File: src/rtl/parity_sel_reg.sv
module parity_sel_reg #(
  parameter int          ADDR_W     = 8,
  parameter int          DATA_W     = 32,
  parameter int          KEY_W      = 4,
  parameter [ADDR_W-1:0] REG_OFFSET = 8'hDC,
  parameter [KEY_W-1:0]  KEY_ODD    = 4'hA,
  parameter [KEY_W-1:0]  KEY_EVEN   = 4'h5
) (
  input  logic              clk,
  input  logic              rst_n,
  input  logic [ADDR_W-1:0] addr,
  input  logic              wr_en,
  input  logic              priv,
  input  logic [DATA_W-1:0] wdata,
  output logic [DATA_W-1:0] rdata,
  output logic              parity_odd,
  output logic              key_err
);

  localparam int PAD_W = DATA_W - KEY_W;

  logic [KEY_W-1:0] key;
  logic             bad_q;
  logic             hit;
  logic             bad;
  int               dist_even;
  logic             unused_wdata;

  assign hit          = (addr == REG_OFFSET);
  assign unused_wdata = ^wdata[DATA_W-1:KEY_W];

  always_ff @(posedge clk or negedge rst_n) begin
    if (!rst_n) begin
      key   <= KEY_ODD;
      bad_q <= 1'b0;
    end else begin
      if (wr_en && priv && hit)
        key <= wdata[KEY_W-1:0];
      bad_q <= bad;
    end
  end

  assign bad        = (key != KEY_ODD) && (key != KEY_EVEN);
  assign dist_even  = $countones(key ^ KEY_EVEN);
  assign parity_odd = !(dist_even <= 1);
  assign key_err    = bad && !bad_q;
  assign rdata      = hit ? {{PAD_W{1'b0}}, key} : '0;

  AST_WRITE_TAKES: assert property (@(posedge clk) disable iff (!rst_n)
    (wr_en && priv && hit) |=> (rdata[KEY_W-1:0] == $past(wdata[KEY_W-1:0]) || !hit));
  AST_NONPRIV_HOLD: assert property (@(posedge clk) disable iff (!rst_n)
    (wr_en && !priv) |=> $stable(key));
  AST_MISS_HOLD: assert property (@(posedge clk) disable iff (!rst_n)
    (wr_en && !hit) |=> $stable(key));
  AST_EVEN_CODE: assert property (@(posedge clk) disable iff (!rst_n)
    (rdata[KEY_W-1:0] == KEY_EVEN && hit) |-> !parity_odd);
  AST_ERR_PULSE: assert property (@(posedge clk) disable iff (!rst_n)
    key_err |=> !key_err);
  AST_VALID_NOERR: assert property (@(posedge clk) disable iff (!rst_n)
    !bad |-> !key_err);

endmodule

File: config.mk
export PLATFORM = sky130hd
export DESIGN_NAME = parity_sel_reg
export DESIGN_NICKNAME = d
export VERILOG_FILES = /design/src/rtl/parity_sel_reg.sv
export SDC_FILE = /design/constraint.sdc
export NUM_CORES = 1
export LEC_CHECK = 0
export ABC_AREA = 1
export BUFFER_PORTS_ARGS = -buffer_cell sky130_fd_sc_hd__buf_2
export CAP_MARGIN = 20
export CORE_UTILIZATION = 33
export CTS_BUF_LIST = sky130_fd_sc_hd__clkbuf_16
export CTS_CLUSTER_DIAMETER = 120
export CTS_CLUSTER_SIZE = 14
export DETAILED_ROUTE_END_ITERATION = 10
export PLACE_DENSITY = 0.87
export SKIP_CTS_REPAIR_TIMING = 1
export SYNTH_ARGS = -nofsm -noshare
export SYNTH_HDL_FRONTEND = slang
export SYNTH_SLANG_ARGS = --single-unit
File: constraint.sdc
create_clock -name clk -period 3 [get_ports clk]
set_clock_uncertainty 0.2 [all_clocks]
set_input_delay 0.3 -clock clk [delete_from_list [all_inputs] [get_ports clk]]
set_output_delay 0.3 -clock clk [all_outputs]
set_load 0.01 [all_outputs]
==> results by group <==
Finish
  – Fill cell count: 167
  – Sequential Area: 128 um2
  – Ant. Diodes: 0
  – Ratio of cells with drive above 1 in the final layout: 34.3%
  – Most common cell after layout, fill and taps aside: conb_1
  – Multi-input logic area: 317 um2
  – Most frequent cells in the layout: conb_1, buf_2, nand2_1
  – Layout area overhead: 18.0%
  – Nets@finish: 145
  – Core Util, Final: 43.7%

Yosys
  – Synth Warn #: 0
  – Post-Synth Simple-Gate Area: 29.2%
  – Compound-gate portion of the synthesized area: 3.65%
  – Post-Synth Adder-Cell Area: 3.43%
  – Yosys cell types: 15
  – Largest family of logic cells by synthesized area: buffers and inverters
  – Mux cell area share after synthesis: 0%
  – Top cell type's share of synthesized area: 36.1%
  – Largest area contributor in the netlist: buf_4
  – Mapped Area: 583 um2
  – Synth Area in XOR/XNOR: 0%
  – Post-synthesis average cell area: 7.88 um2
  – Sequential share of the synthesized area: 21.9%
  – Largest cells by area after synthesis: buf_4, dfrtp_1, dfstp_2
  – #FFs+latches synth: 5
  – Syn Inst Count: 74

Setup path
  – WP data arrival: 1.59 ns
  – Worst Reg-to-Reg Cells: 3
  – Reg-to-reg critical path startpoint: key[2]
  – Startpoint type of the worst setup path: register
  – WP data required: 2.50 ns
  – CP Capture Type: output pin
  – Critical path peak fanout: 4
  – Critical path class: reg2out
  – Worst R2R Setup Slack: 1.87 ns
  – R2R Path End: bad_q

Floorplanning
  – Chip height: 44.0 um
  – Die Wd: 44.0 um
  – DIE AREA: 1940 um2
  – Io pins: 78
  – Starting density of the core: 37.0%
  – # rows: 14
  – Core area: 1580 um2

Global route
  – First-pass GRT wire length: 1430 um
  – Pin count of the biggest net entering global routing: 7
  – Met1 global-route usage: 11.5%
  – GRT met2 Usage: 17.4%
  – Vias in the first global route: 385
  – Initial antenna violation count: 0
  – GR peak layer: met2
  – All-layer global routing usage: 10.1%
  – Met3 GRT Util: 3.67%
  – GR Overflow Total: 0

Placement
  – Routability cong.: 0.729
  – DP HPWL: 777 um
  – I/O Buffers: 21

Timing
  – Final setup viols: 0
  – WHS: 0.120 ns
  – Setup TNS: 0 ns
  – Unrepaired setup endpoints after global routing: false
  – Final min period: 2.09 ns
  – Final Hold Viols: 0
  – Max Slew Vio Count: 0
  – Post-route clock period utilization: 69.6%
  – Max Freq: 479 MHz

Power
  – Switching share of power: 21.9%
  – Lkg Pwr: 0.409 nW
  – Logic pwr share: 13.7%
  – Tot Pwr: 0.000327 W
  – Sequential power share: 21.9%
  – PwrDens: 475 nW/um2
  – Peak supply drop: 0.000316 V
  – P_sw: 0.0000717 W
  – Internal: 0.000255 W
  – Clock Power Share: 64.4%

Clock network
  – Clock Pin Slew Worst Setup and Hold Paths: 0.03 ns
  – CTS tree: built
  – CTS root buffer: clkbuf_16
  – Clk_lat worst skew: 0.22 ns
  – Clock buffer depth: 2
  – Clock sink count: 5
  – H-tree levels: 1
  – Num CTS Buffers: 3

Worst hold path
  – Hold path cells: 3
  – Worst Hold Launch: wdata[1]
  – Worst min-delay path class: in2reg
  – Hold Path End: key[1]

Drt
  – Starting DRC count in detailed routing: 15
  – Vias/cell: 3.99
  – Drt pass-1 iters: 6
  – DRT Wirelength: 892 um
  – Via count: 459
  – Antenna viol nets, final: 0
  – DRC viols: 0
  – WL per Instance: 7.76 um

Run status
  – Status: finished clean

Flow run
  – # Max-Cap Violations: 0
-- final cells by class --
cell class                      instances  share of cell area, %
Multi-Input combinational cell         60                   46.0
Sequential cell                         5                   18.5
Timing Repair Buffer                   22                   16.7
Clock buffer                            3                   10.9
Inverter                                8                   4.36
Tap cell                               16                   2.91
Clock inverter                          1                  0.545
-- stage by stage --
| step | setup WS (ns) | instance area, um2 | cells |
|---|---|---|---|
| 2_1_floorplan | 1.17 | 684 | 101 |
| 5_1_grt | 0.816 | 688 | 115 |
| 3_3_place_gp | 1.15 | 599 | 110 |
| 4_1_cts | 0.900 | 678 | 114 |
| 3_5_place_dp | 1.13 | 599 | 110 |
| 6_report | 0.913 | 688 | 115 |
-- synth_stat cells --
library cell,n
inv_1,8
o21ai_0,2
nor2_8,2
dfrtp_1,3
nand2_1,11
nand4_1,4
dfstp_2,2
buf_4,28
o22ai_1,1
conb_1,1
nand2_2,5
a21oi_1,1
fa_1,1
nand3_4,1
nor2_1,4
-- logic make-up after synthesis --
kind of cell | after synthesis
buffers and inverters | 36
AND/OR/NAND/NOR | 27
flip-flops | 5
AO/OA/AOI/OAI | 4
adder cells (fa/ha/maj) | 1
other | 1
-- state kept, by name (all words and copies together) (netlist names) --
name and cells:
bad_q 1, key 4
-- metal layers --
layer  wire length, um  share of wire [%]  vias up
met5                 0                  0        -
met4                 0                  0        0
met3                87                9.8        0
met2               442                 50       34
met1               361                 40      203
li1                  -                  -      222
-- worst max path at each step --
stage,from,end
4_1_cts,key[1],parity_odd
3_3_place_gp,key[1],parity_odd
3_5_place_dp,key[1],parity_odd
5_1_grt,key[1],parity_odd
2_1_floorplan,key[1],parity_odd
6_report,key[1],parity_odd
-- worst max-delay path, cell delays in order, from the launching register on --
cell and delay, ns:
dfstp_2 0.54, inv_1 0.07, fa_1 0.46, o21ai_0 0.14
buf_2 0.15
-- power groups by stage --
stage	logic [W]	clock network [W]	registers [W]
3_3_place_gp	0.0000423	0	0.0000722
2_1_floorplan	0.0000567	0	0.0000719
5_1_grt	0.0000504	0.000218	0.0000721
3_5_place_dp	0.0000434	0	0.0000724
6_report	0.0000447	0.000211	0.0000717
4_1_cts	0.0000436	0.000213	0.0000717
Power figures use the tool's default switching activity.
